==> src/rtl/pixfill_pkg.sv <==
package pixfill_pkg;
  localparam int unsigned SCR_W  = 1920;
  localparam int unsigned SCR_H  = 1080;
  localparam int unsigned PIX_W  = 16;
  localparam int unsigned CRD_W  = 16;
  localparam int unsigned POS_W  = $clog2(SCR_W);
  localparam int unsigned FB_AW  = $clog2(SCR_W * SCR_H);
  // Row stride 1920 = 2^11 - 2^7, so a row offset is two shifts and a subtract
  localparam int unsigned SHL_HI = 11;
  localparam int unsigned SHL_LO = 7;
  localparam int unsigned SEL_W  = 3;

  typedef enum logic [SEL_W-1:0] {
    SEL_COLOUR = 3'd0,
    SEL_PLOT_X = 3'd1,
    SEL_PLOT_Y = 3'd2,
    SEL_FILL_X = 3'd3,
    SEL_FILL_Y = 3'd4,
    SEL_FILL_W = 3'd5,
    SEL_FILL_H = 3'd6,
    SEL_NONE   = 3'd7
  } reg_sel_e;

  function automatic logic [FB_AW-1:0] fb_addr_of(input logic [POS_W-1:0] x,
                                                  input logic [POS_W-1:0] y);
    logic [FB_AW-1:0] yy;
    yy = FB_AW'(y);
    return (yy << SHL_HI) - (yy << SHL_LO) + FB_AW'(x);
  endfunction
endpackage

==> src/rtl/pixfill_regs.sv <==
module pixfill_regs
  import pixfill_pkg::*;
(
  input  logic             clk,
  input  logic             rst_n,
  input  logic             wr_en,
  input  logic [SEL_W-1:0] wr_sel,
  input  logic [PIX_W-1:0] wr_data,
  output logic [PIX_W-1:0] colour,
  output logic             plot_go,
  output logic [CRD_W-1:0] plot_x,
  output logic [CRD_W-1:0] plot_y,
  output logic             fill_go,
  output logic [CRD_W-1:0] fill_x,
  output logic [CRD_W-1:0] fill_y,
  output logic [CRD_W-1:0] fill_w,
  output logic [CRD_W-1:0] fill_h
);
  reg_sel_e sel;
  logic en_col, en_px, en_fx, en_fw, en_fh;
  logic [PIX_W-1:0] col_q;
  logic [CRD_W-1:0] px_q, fx_q, fw_q, fh_q;

  assign sel = reg_sel_e'(wr_sel);

  always_comb begin
    en_col  = 1'b0;
    en_px   = 1'b0;
    en_fx   = 1'b0;
    en_fw   = 1'b0;
    en_fh   = 1'b0;
    plot_go = 1'b0;
    fill_go = 1'b0;
    if (wr_en) begin
      unique case (sel)
        SEL_COLOUR: en_col  = 1'b1;
        SEL_PLOT_X: en_px   = 1'b1;
        SEL_PLOT_Y: plot_go = 1'b1;
        SEL_FILL_X: en_fx   = 1'b1;
        SEL_FILL_Y: fill_go = 1'b1;
        SEL_FILL_W: en_fw   = 1'b1;
        SEL_FILL_H: en_fh   = 1'b1;
        default:    ;
      endcase
    end
  end

  always_ff @(posedge clk or negedge rst_n) begin
    if (!rst_n) begin
      col_q <= '0;
      px_q  <= '0;
      fx_q  <= '0;
      fw_q  <= '0;
      fh_q  <= '0;
    end else begin
      if (en_col) col_q <= wr_data;
      if (en_px)  px_q  <= CRD_W'(wr_data);
      if (en_fx)  fx_q  <= CRD_W'(wr_data);
      if (en_fw)  fw_q  <= CRD_W'(wr_data);
      if (en_fh)  fh_q  <= CRD_W'(wr_data);
    end
  end

  assign colour = col_q;
  assign plot_x = px_q;
  assign plot_y = CRD_W'(wr_data);
  assign fill_x = fx_q;
  assign fill_y = CRD_W'(wr_data);
  assign fill_w = fw_q;
  assign fill_h = fh_q;
endmodule

==> src/rtl/pixfill_walker.sv <==
module pixfill_walker
  import pixfill_pkg::*;
(
  input  logic             clk,
  input  logic             rst_n,
  input  logic             start,
  input  logic [CRD_W-1:0] xs,
  input  logic [CRD_W-1:0] ys,
  input  logic [CRD_W-1:0] xl,
  input  logic [CRD_W-1:0] yl,
  input  logic [PIX_W-1:0] col_in,
  input  logic             adv,
  output logic             active,
  output logic [POS_W-1:0] cur_x,
  output logic [POS_W-1:0] cur_y,
  output logic [PIX_W-1:0] col
);
  localparam logic [CRD_W:0]   X_LIM = (CRD_W+1)'(SCR_W - 1);
  localparam logic [CRD_W:0]   Y_LIM = (CRD_W+1)'(SCR_H - 1);
  localparam logic [POS_W-1:0] X_MAX = POS_W'(SCR_W - 1);
  localparam logic [POS_W-1:0] Y_MAX = POS_W'(SCR_H - 1);

  logic             act_q, act_d;
  logic [POS_W-1:0] x_q, x_d, y_q, y_d, xb_q, xb_d, xe_q, xe_d, ye_q, ye_d;
  logic [PIX_W-1:0] col_q, col_d;
  logic [CRD_W:0]   x_sum, y_sum;
  logic             on_screen, launch, load_en;

  assign x_sum     = {1'b0, xs} + {1'b0, xl};
  assign y_sum     = {1'b0, ys} + {1'b0, yl};
  assign on_screen = (xs < CRD_W'(SCR_W)) && (ys < CRD_W'(SCR_H));
  assign launch    = start && !act_q && on_screen;
  assign load_en   = launch || (act_q && adv);

  always_comb begin
    act_d = act_q;
    x_d   = x_q;
    y_d   = y_q;
    xb_d  = xb_q;
    xe_d  = xe_q;
    ye_d  = ye_q;
    col_d = col_q;
    if (launch) begin
      act_d = 1'b1;
      x_d   = xs[POS_W-1:0];
      y_d   = ys[POS_W-1:0];
      xb_d  = xs[POS_W-1:0];
      xe_d  = (x_sum > X_LIM) ? X_MAX : x_sum[POS_W-1:0];
      ye_d  = (y_sum > Y_LIM) ? Y_MAX : y_sum[POS_W-1:0];
      col_d = col_in;
    end else if (act_q && adv) begin
      if (x_q == xe_q) begin
        if (y_q == ye_q) begin
          act_d = 1'b0;
        end else begin
          x_d = xb_q;
          y_d = y_q + 1'b1;
        end
      end else begin
        x_d = x_q + 1'b1;
      end
    end
  end

  always_ff @(posedge clk or negedge rst_n) begin
    if (!rst_n) begin
      act_q <= 1'b0;
      x_q   <= '0;
      y_q   <= '0;
      xb_q  <= '0;
      xe_q  <= '0;
      ye_q  <= '0;
      col_q <= '0;
    end else if (load_en) begin
      act_q <= act_d;
      x_q   <= x_d;
      y_q   <= y_d;
      xb_q  <= xb_d;
      xe_q  <= xe_d;
      ye_q  <= ye_d;
      col_q <= col_d;
    end
  end

  assign active = act_q;
  assign cur_x  = x_q;
  assign cur_y  = y_q;
  assign col    = col_q;

  // the sweep stays inside its clipped rectangle and on screen
  a_r6_walk_in_bounds: assert property (@(posedge clk) disable iff (!rst_n)
    act_q |-> (x_q >= xb_q) && (x_q <= xe_q) && (y_q <= ye_q) && (xe_q <= X_MAX) && (ye_q <= Y_MAX));
  // within a row, each accepted pixel moves one column right
  a_r5_row_step: assert property (@(posedge clk) disable iff (!rst_n)
    act_q && adv && (x_q != xe_q) |=> (x_q == $past(x_q) + 1'b1) && (y_q == $past(y_q)));
  // a trigger during a running fill leaves its bounds and colour untouched
  a_r9_no_restart: assert property (@(posedge clk) disable iff (!rst_n)
    act_q && start |=> (xb_q == $past(xb_q)) && (xe_q == $past(xe_q)) && (ye_q == $past(ye_q)) && (col_q == $past(col_q)));
endmodule

==> src/rtl/pixfill_engine.sv <==
module pixfill_engine
  import pixfill_pkg::*;
(
  input  logic             clk,
  input  logic             rst_n,
  input  logic             reg_we,
  input  logic [SEL_W-1:0] reg_sel,
  input  logic [PIX_W-1:0] reg_wdata,
  output logic             fb_valid,
  input  logic             fb_ready,
  output logic [FB_AW-1:0] fb_addr,
  output logic [PIX_W-1:0] fb_data,
  output logic             busy
);
  localparam logic [FB_AW-1:0] FB_LAST = FB_AW'(SCR_W * SCR_H - 1);

  logic rst_meta, rst_sync_n;

  always_ff @(posedge clk or negedge rst_n) begin
    if (!rst_n) begin
      rst_meta   <= 1'b0;
      rst_sync_n <= 1'b0;
    end else begin
      rst_meta   <= 1'b1;
      rst_sync_n <= rst_meta;
    end
  end

  logic [PIX_W-1:0] colour;
  logic             plot_go, fill_go;
  logic [CRD_W-1:0] plot_x, plot_y, fill_x, fill_y, fill_w, fill_h;

  pixfill_regs u_regs (
    .clk     (clk),
    .rst_n   (rst_sync_n),
    .wr_en   (reg_we),
    .wr_sel  (reg_sel),
    .wr_data (reg_wdata),
    .colour  (colour),
    .plot_go (plot_go),
    .plot_x  (plot_x),
    .plot_y  (plot_y),
    .fill_go (fill_go),
    .fill_x  (fill_x),
    .fill_y  (fill_y),
    .fill_w  (fill_w),
    .fill_h  (fill_h)
  );

  logic             walk_active, walk_adv;
  logic [POS_W-1:0] walk_x, walk_y;
  logic [PIX_W-1:0] walk_col;

  pixfill_walker u_walker (
    .clk    (clk),
    .rst_n  (rst_sync_n),
    .start  (fill_go),
    .xs     (fill_x),
    .ys     (fill_y),
    .xl     (fill_w),
    .yl     (fill_h),
    .col_in (colour),
    .adv    (walk_adv),
    .active (walk_active),
    .cur_x  (walk_x),
    .cur_y  (walk_y),
    .col    (walk_col)
  );

  // One-entry plot holding slot
  logic             hold_v_q, hold_v_d, hold_take, plot_ok;
  logic [FB_AW-1:0] hold_a_q, hold_a_d;
  logic [PIX_W-1:0] hold_c_q, hold_c_d;

  assign plot_ok = plot_go && (plot_x < CRD_W'(SCR_W)) && (plot_y < CRD_W'(SCR_H));

  // Output stage
  logic             out_v_q, out_v_d, out_load;
  logic [FB_AW-1:0] out_a_q, out_a_d;
  logic [PIX_W-1:0] out_c_q, out_c_d;

  assign out_load  = !out_v_q || fb_ready;
  assign walk_adv  = out_load && walk_active;
  assign hold_take = out_load && !walk_active && hold_v_q;

  always_comb begin
    hold_v_d = hold_v_q;
    hold_a_d = hold_a_q;
    hold_c_d = hold_c_q;
    if (hold_take) hold_v_d = 1'b0;
    if (plot_ok) begin
      hold_v_d = 1'b1;
      hold_a_d = fb_addr_of(plot_x[POS_W-1:0], plot_y[POS_W-1:0]);
      hold_c_d = colour;
    end
  end

  always_comb begin
    out_v_d = walk_active || hold_v_q;
    out_a_d = hold_a_q;
    out_c_d = hold_c_q;
    if (walk_active) begin
      out_a_d = fb_addr_of(walk_x, walk_y);
      out_c_d = walk_col;
    end
  end

  always_ff @(posedge clk or negedge rst_sync_n) begin
    if (!rst_sync_n) begin
      hold_v_q <= 1'b0;
      hold_a_q <= '0;
      hold_c_q <= '0;
    end else if (plot_ok || hold_take) begin
      hold_v_q <= hold_v_d;
      hold_a_q <= hold_a_d;
      hold_c_q <= hold_c_d;
    end
  end

  always_ff @(posedge clk or negedge rst_sync_n) begin
    if (!rst_sync_n) begin
      out_v_q <= 1'b0;
      out_a_q <= '0;
      out_c_q <= '0;
    end else if (out_load) begin
      out_v_q <= out_v_d;
      out_a_q <= out_a_d;
      out_c_q <= out_c_d;
    end
  end

  assign fb_valid = out_v_q;
  assign fb_addr  = out_a_q;
  assign fb_data  = out_c_q;
  assign busy     = walk_active || hold_v_q || out_v_q;

  // a stalled offer keeps valid, address and data
  a_r10_stall_stable: assert property (@(posedge clk) disable iff (!rst_sync_n)
    fb_valid && !fb_ready |=> fb_valid && $stable(fb_addr) && $stable(fb_data));
  // no address beyond the last pixel ever leaves the block
  a_r4_addr_on_screen: assert property (@(posedge clk) disable iff (!rst_sync_n)
    fb_valid |-> fb_addr <= FB_LAST);
  // a held plot waits while the fill is sweeping
  a_r8_hold_waits: assert property (@(posedge clk) disable iff (!rst_sync_n)
    hold_v_q && walk_active |=> hold_v_q);
  // an on-screen plot store lands in the holding slot
  a_r2_plot_captured: assert property (@(posedge clk) disable iff (!rst_sync_n)
    plot_ok |=> hold_v_q && (hold_c_q == $past(colour)));
endmodule

==> config.mk <==
export PLATFORM = sky130hd
export DESIGN_NAME = pixfill_engine
export DESIGN_NICKNAME = d
export VERILOG_FILES = /design/src/rtl/pixfill_pkg.sv /design/src/rtl/pixfill_regs.sv /design/src/rtl/pixfill_walker.sv /design/src/rtl/pixfill_engine.sv
export SDC_FILE = /design/constraint.sdc
export NUM_CORES = 1
export LEC_CHECK = 0
export ABC_AREA = 1
export ABC_CLOCK_PERIOD_IN_PS = 7100
export BUFFER_PORTS_ARGS = -buffer_cell sky130_fd_sc_hd__clkbuf_2
export CORE_UTILIZATION = 30
export CTS_CLUSTER_DIAMETER = 120
export DETAILED_ROUTE_END_ITERATION = 8
export GPL_ROUTABILITY_DRIVEN = 0
export PLACE_DENSITY = 0.45
export SYNTH_ARGS = -nofsm -noshare
export SYNTH_HDL_FRONTEND = slang
export SYNTH_HIERARCHICAL = 1
export SYNTH_SLANG_ARGS = --single-unit
export TNS_END_PERCENT = 100
==> constraint.sdc <==
create_clock -name clk -period 7.1 [get_ports clk]
set_clock_uncertainty 0.05 [all_clocks]
set_input_delay 0.71 -clock clk [delete_from_list [all_inputs] [get_ports clk]]
set_output_delay 0.71 -clock clk [all_outputs]
set_load 0.02 [all_outputs]
# --- After elaboration in Yosys (flattened, before gate mapping) ---
# Index checks and enable logic that the tools add are counted.
classes:
  n_reduce_logical: 27
  n_eq_ne: 10
  magnitude_cmp: 5
  n_mux: 32
  n_addsub: 8
op_table:
  columns: ["cell", "count"]
  rows:
  - ["$mux 11", 10]
  - ["$lt 16x11->1 const B", 3]
  - ["$add 21x11->21", 2]
  - ["$sub 21x18->21", 2]
  - ["$add 16x16->17", 2]
  - ["$gt 17x11->1 const B", 2]
  - ["$add 11x1->11 const B", 2]
  - ["$eq 11x11->1", 2]
  - ["$mux 21", 1]
  - ["$mux 1", 20]
  - ["$mux 16", 1]
  - ["$eq 3x3->1 const B", 3]
  - ["$logic_and 1x1->1", 9]
  - ["$reduce_and 4->1", 2]
  - ["$reduce_bool 2->1", 4]
  - ["$eq 3x2->1 const B", 2]
  - ["$reduce_and 2->1", 3]
  - ["$logic_or 1x1->1", 5]
  - ["$eq 3x1->1 const B", 1]
  - ["$logic_not 3->1", 1]
  - ["$ne 3x2->1 const B", 1]
  - ["$reduce_and 3->1", 1]
  - ["$logic_not 1->1", 2]
  - ["$ne 2x1->1 const B", 1]
totals:
  ff_bits: 230
  out_inout_bits: 39
  elab_cells: 102

# --- Longest topological paths before layout ---
depth:
  ltp_word: 7
  mapped_depth: 16
  mapped_depth_nobuf: 16

# --- By module ---
# The synthesis kept the hierarchy.
modules_own_cells:
  columns: ["module", "area_each_um2", "instances", "cells_per_inst"]
  rows:
  - ["pixfill_walker", 6100.9, 1, 928]
  - ["pixfill_engine", 4730.8, 1, 673]
  - ["pixfill_regs", 3490.8, 1, 391]

# --- Worst setup path after synthesis ---
# OpenSTA, ideal clock, no wires.
synth_path:
  path_kind: "input -> register"
  from: "input reg_wdata[0]"
  to: "register u_walker.ye_q[1]"
  arrival_ns: 2.450
  n_path_buf: 1
  slack_ns: 4.483
  path_stages: 15
  path_cell_list: "buf_4 -> ha_1 -> fa_1 -> nand2_1 -> nand3_1 -> nand3_1 -> nand2_1 -> nand2_1 -> nand2_1 -> nand2_1 -> nand2_1 -> nor2_2 -> nand3_4 -> nor2_1 -> nor2_1"
synth_via:
  elab_chain_cells: 5
  elab_cells_between_ends: 8
  classes_between: "1 x add/sub; 2 x order compare; 1 x mux; 4 x reduce/logical"
synth_lines:
  columns: ["item", "line_no", "text"]
  rows:
  - ["start, declared", "pixfill_engine.sv:8", "input logic [PIX_W-1:0] reg_wdata,"]
  - ["parallel branches: the longest is 5 deep, another holds $add 16x16->17", null, null]
  - ["end signal, assigned", "pixfill_walker.sv:80", "ye_q <= ye_d;"]
  - ["end, declared", "pixfill_walker.sv:24", "logic [POS_W-1:0] x_q, x_d, y_q, y_d, xb_q, xb_d, xe_q, xe_d, ye_q, ye_d;"]
# Parallel ways; which one is timed is not known.
# A chain may end at the register's enable or synchronous reset.

# --- Final worst setup path ---
layout_path:
  from: "register u_regs.fx_q[0] (netlist: u_regs/fill_x[0])"
  to: "register u_walker.xe_q[7]"
layout_via:
  elab_chain_cells: 5
  elab_cells_between_ends: 8
  classes_between: "1 x add/sub; 2 x order compare; 1 x mux; 4 x reduce/logical"
layout_lines:
  columns: ["item", "line_no", "text"]
  rows:
  - ["start, declared", "pixfill_regs.sv:22", "logic [CRD_W-1:0] px_q, fx_q, fw_q, fh_q;"]
  - ["start signal, assigned", "pixfill_regs.sv:58", "if (en_fx) fx_q <= CRD_W'(wr_data);"]
  - ["parallel branches: the longest is 5 deep, another holds $add 16x16->17", null, null]
  - ["end signal, assigned", "pixfill_walker.sv:71", "xe_q <= '0;"]
  - ["end signal, assigned", "pixfill_walker.sv:79", "xe_q <= xe_d;"]
  - ["end, declared", "pixfill_walker.sv:24", null]
# Parallel ways; which one is timed is not known.

==> out/metrics.cfg <==
[route]
num_vias = 12106
dr.first_iter.drc_count = 797
drt_pre_antenna_iters = 7
drt-total-wl_microns = 42400
via_per_inst = 4.58
antenna_left = 0
drt-wirelength-per-cell_microns = 16.1
drc = 3

[cts]
cts.clk_slew.worst_paths_ps = 60
cts_tree = done
ctsLongestPathBuffers = 3
cts-buffers-inserted = 29
cts_htree_levels = 1
clock_insertion_delay_worst_skew_ps = 570
cts.repair.resized = 0
cts.sink_count = 230
cts_root_buf = sky130_fd_sc_hd__clkbuf_16

[sta]
worst-slew-pin-transition_ps = 924
final.period_utilization = 0.404
relative_slew_slack = 0.384
setup_viol = 0
rsz0062_at_grt = no
tns_ps = 0
finalHoldWorstSlack_ps = 309
final_period_minus_worst_setup_slack_ps = 2870
final_number_of_max_transition_violations = 0
finalHoldViolations = 0
max_freq_mhz = 349

[cells_and_area]
num-nets-final = 2093
drive_gt1_frac = 0.0983
fillers = 5190
multi_input_area_sq_um = 7160
count_of_inserted_antenna_diode_cells = 0
synthToLayoutAreaGrowth_pct = 10.4
register_area_sq_um = 5760

[worst_setup_path]
critPathSlowestCell = sky130_fd_sc_hd__nor2_2
regToRegStartpoint = u_regs/fill_x[0]
timing.reg2reg.setup_slack_ps = 4230
worstRegToRegCells = 15
critical_path_class = flip-flop to flip-flop
timing.critical_path.required_ps = 7550
timing.critical_path.to_type = flip-flop
path_max_fanout = 11
path_delay_family = simple AND/OR/NAND/NOR gates
worstPathCellList = ha_1, inv_1, fa_1, inv_1, nand2_1, nand2_1, and2_1, nand2_1, nand4_1, nand3_1, nor2_1, nand2_1, nor2_2, nand2_1, nand2_1
worst_path_largest_cell_delay_ps = 590
path_common_cell = sky130_fd_sc_hd__nand2_1
end_of_the_worst_register_to_register_path = u_walker/xe_q[7]
cp_num_buf_inv = 2
crit_path_start_kind = flip-flop
data_arrival_critical_path_ps = 3310

[die]
die_width_microns = 221
io_pins = 62
fp.dieH_microns = 221
initial_utilization = 0.306
die_area_sq_um = 48600
fp.coreArea_sq_um = 46900
placementRows = 79

[logic_synthesis]
synth_edf_count = 0
fraction_of_the_yosys_area_taken_by_sequential_cells = 0.402
netlist_top_cells_area = sky130_fd_sc_hd__dfrtp_1 (40%), sky130_fd_sc_hd__nand2_1 (23%), sky130_fd_sc_hd__inv_1 (5.4%), sky130_fd_sc_hd__nand3_1 (5.2%), sky130_fd_sc_hd__ha_1 (4.9%)
syn-num-nets = 2073
synthesis.yosys.warnings = 6
synth.top_cell.area_share = 0.402
yosysTopAreaCell = sky130_fd_sc_hd__dfrtp_1
async_reset_ff_frac = 1.00
post-synth-top-count-cell = sky130_fd_sc_hd__nand2_1
yosys_register_bits = 230
netlist_area_sq_um = 14300
avg_cell_area_syn_sq_um = 7.19
dominantRegCellSynth = sky130_fd_sc_hd__dfrtp_1
top_cell_types_by_occurrence_after_synthesis = sky130_fd_sc_hd__nand2_1 (873), sky130_fd_sc_hd__dfrtp_1 (230), sky130_fd_sc_hd__inv_1 (206)
netlist-cell-type-count = 52
post_synth_inst_count = 1992

[global_route]
grt.overflow.total = 0
grt_pass1_vias = 11819
grt_max_degree = 69
antenna_violations_before_repair = 1
grt_use_total = 0.179
grt_pass1_wl_microns = 67800

[placed_design]
port-buffer-count = 61
post-dp-hpwl_microns = 30100

[hold_path]
hp-class = flip-flop to flip-flop
worst_hold_startpoint = rst_meta
hold-path-cell-count = 0
hold_end = rst_sync_n

[power_and_ir_drop]
pwr_density_cell_nw_per_um2 = 243
vdd.ir_drop.worst_v = 0.000182
leak_pwr_nw = 8.74

[run]
max_cap_violations = 0

[outcome]
outcome = finished with violations
failed_checks = DRC

per-stage QoR:
stage	power [mW]	instances	setup slack (ps)	util	cell area [sq um]
finish	3.84	2642	4230	0.338	15800
global route	4.08	2642	3980	0.338	15800
CTS	3.89	2642	4230	0.338	15800
detailed placement	2.38	2587	3690	0.317	14900
global placement	2.38	2587	3690	0.317	14900
floorplan	2.16	1992	166	-	14300
cell usage in the layout (no fill, tap or decap), types with 3 or more instances in the layout:
cell	instances
sky130_fd_sc_hd__or2_1	5
sky130_fd_sc_hd__and2_1	4
sky130_fd_sc_hd__clkbuf_1	10
sky130_fd_sc_hd__or2_2	4
sky130_fd_sc_hd__o21ai_2	12
sky130_fd_sc_hd__ha_1	56
sky130_fd_sc_hd__mux2i_1	3
sky130_fd_sc_hd__nor2_1	116
sky130_fd_sc_hd__dfrtp_1	229
sky130_fd_sc_hd__o22ai_1	3
sky130_fd_sc_hd__nor3_1	13
sky130_fd_sc_hd__xor2_1	27
sky130_fd_sc_hd__inv_1	206
sky130_fd_sc_hd__nand3b_1	8
sky130_fd_sc_hd__nand4_1	15
sky130_fd_sc_hd__a22o_1	4
sky130_fd_sc_hd__nand2_4	4
sky130_fd_sc_hd__nand2_2	12
sky130_fd_sc_hd__clkbuf_16	29
sky130_fd_sc_hd__o21ai_1	8
sky130_fd_sc_hd__xnor2_1	19
sky130_fd_sc_hd__o21ai_0	23
sky130_fd_sc_hd__nand2_1	873
sky130_fd_sc_hd__clkbuf_8	6
sky130_fd_sc_hd__a21oi_2	12
sky130_fd_sc_hd__nor2_4	7
sky130_fd_sc_hd__clkbuf_2	61
sky130_fd_sc_hd__inv_2	9
sky130_fd_sc_hd__nor2_2	11
sky130_fd_sc_hd__buf_4	9
sky130_fd_sc_hd__clkinv_2	3
sky130_fd_sc_hd__o211ai_1	5
sky130_fd_sc_hd__a21oi_1	41
sky130_fd_sc_hd__nand3_1	148
sky130_fd_sc_hd__nand3_2	6
sky130_fd_sc_hd__o21bai_1	3
layer usage:
layer / GRT usage / vias to the layer above / share of wire
met5: 0 / - / 0
met4: 0.0361 / 0 / 0.019
met3: 0.0224 / 45 / 0.035
met2: 0.285 / 194 / 0.44
met1: 0.260 / 5642 / 0.51
li1: - / 6225 / -
how the worst max path moves through the flow:
stage	startpoint	endpoint	slack [ps]	cells past startpoint
3_3_place_gp	reg_wdata[8]	u_walker/cur_y[10]	3690	11
2_1_floorplan	rst_sync_n	fb_addr[0]	170	0
3_5_place_dp	reg_wdata[8]	u_walker/cur_y[0]	3690	11
6_report	u_regs/fill_x[0]	u_walker/xe_q[7]	4230	15
4_1_cts	u_regs/fill_x[0]	u_walker/xe_q[7]	4230	15
5_1_grt	u_regs/fill_x[0]	u_walker/xe_q[7]	3980	15
cell type report:
class | count | share of cell area
Tap cell | 607 | 0.0480
Clock buffer | 45 | 0.0535
Clock inverter | 9 | 0.00680
Timing Repair Buffer | 71 | 0.0242
Multi-Input combinational cell | 1465 | 0.452
Sequential cell | 230 | 0.364
Inverter | 215 | 0.0510
where the power goes:
part	leakage [nW]	switching [mW]	internal, mW	total (mW)
Sequential	3.02	0.0893	1.41	1.50
Combinational	5.25	0.569	0.283	0.853
Clock	0.462	0.596	0.889	1.49
registers in the layout (all words and copies together), names as in the netlist, 11 cells and up:
| signal | count |
|---|---|
| fb_data | 16 |
| u_regs/fill_x | 16 |
| u_walker/xe_q | 11 |
| hold_a_q | 21 |
| u_walker/xb_q | 11 |
| u_walker/col | 16 |
| fb_addr | 21 |
| u_walker/ye_q | 11 |
| u_regs/plot_x | 16 |
| u_regs/fill_h | 16 |
| u_walker/cur_x | 11 |
| u_walker/cur_y | 11 |
| u_regs/fill_w | 16 |
| hold_c_q | 16 |
| u_regs/colour | 16 |
what timing repair did:
action | 4_1_cts | 5_1_grt
hold buffers | 1 | 0
endpoints found under the hold margin | 2 | 0
setup endpoints to repair | 0 | 0
buffers inserted | 0 | 0
cells by family (layout without fill, tap and decap cells):
family,Yosys count,in the layout,synth area share
flip-flops,230,230,0.402
buffers and inverters,297,340,0.0990
adder cells (fa/ha/maj),58,58,0.0517
multiplexers,3,3,0.00210
XOR/XNOR,46,46,0.0281
AND/OR/NAND/NOR,1236,1236,0.363
AO/OA/AOI/OAI,121,121,0.0538
other,1,1,0.000262
worst register-to-register path: stages (launching register included):
cell                      delay (ps)
sky130_fd_sc_hd__dfrtp_1         370
sky130_fd_sc_hd__ha_1            270
sky130_fd_sc_hd__inv_1            80
sky130_fd_sc_hd__fa_1            360
sky130_fd_sc_hd__inv_1           140
sky130_fd_sc_hd__nand2_1          90
sky130_fd_sc_hd__nand2_1          80
sky130_fd_sc_hd__and2_1          180
sky130_fd_sc_hd__nand2_1          90
sky130_fd_sc_hd__nand4_1          70
sky130_fd_sc_hd__nand3_1          70
sky130_fd_sc_hd__nor2_1          100
sky130_fd_sc_hd__nand2_1          70
sky130_fd_sc_hd__nor2_2          590
sky130_fd_sc_hd__nand2_1         120
sky130_fd_sc_hd__nand2_1          80
(Power assumes the default switching activity.)
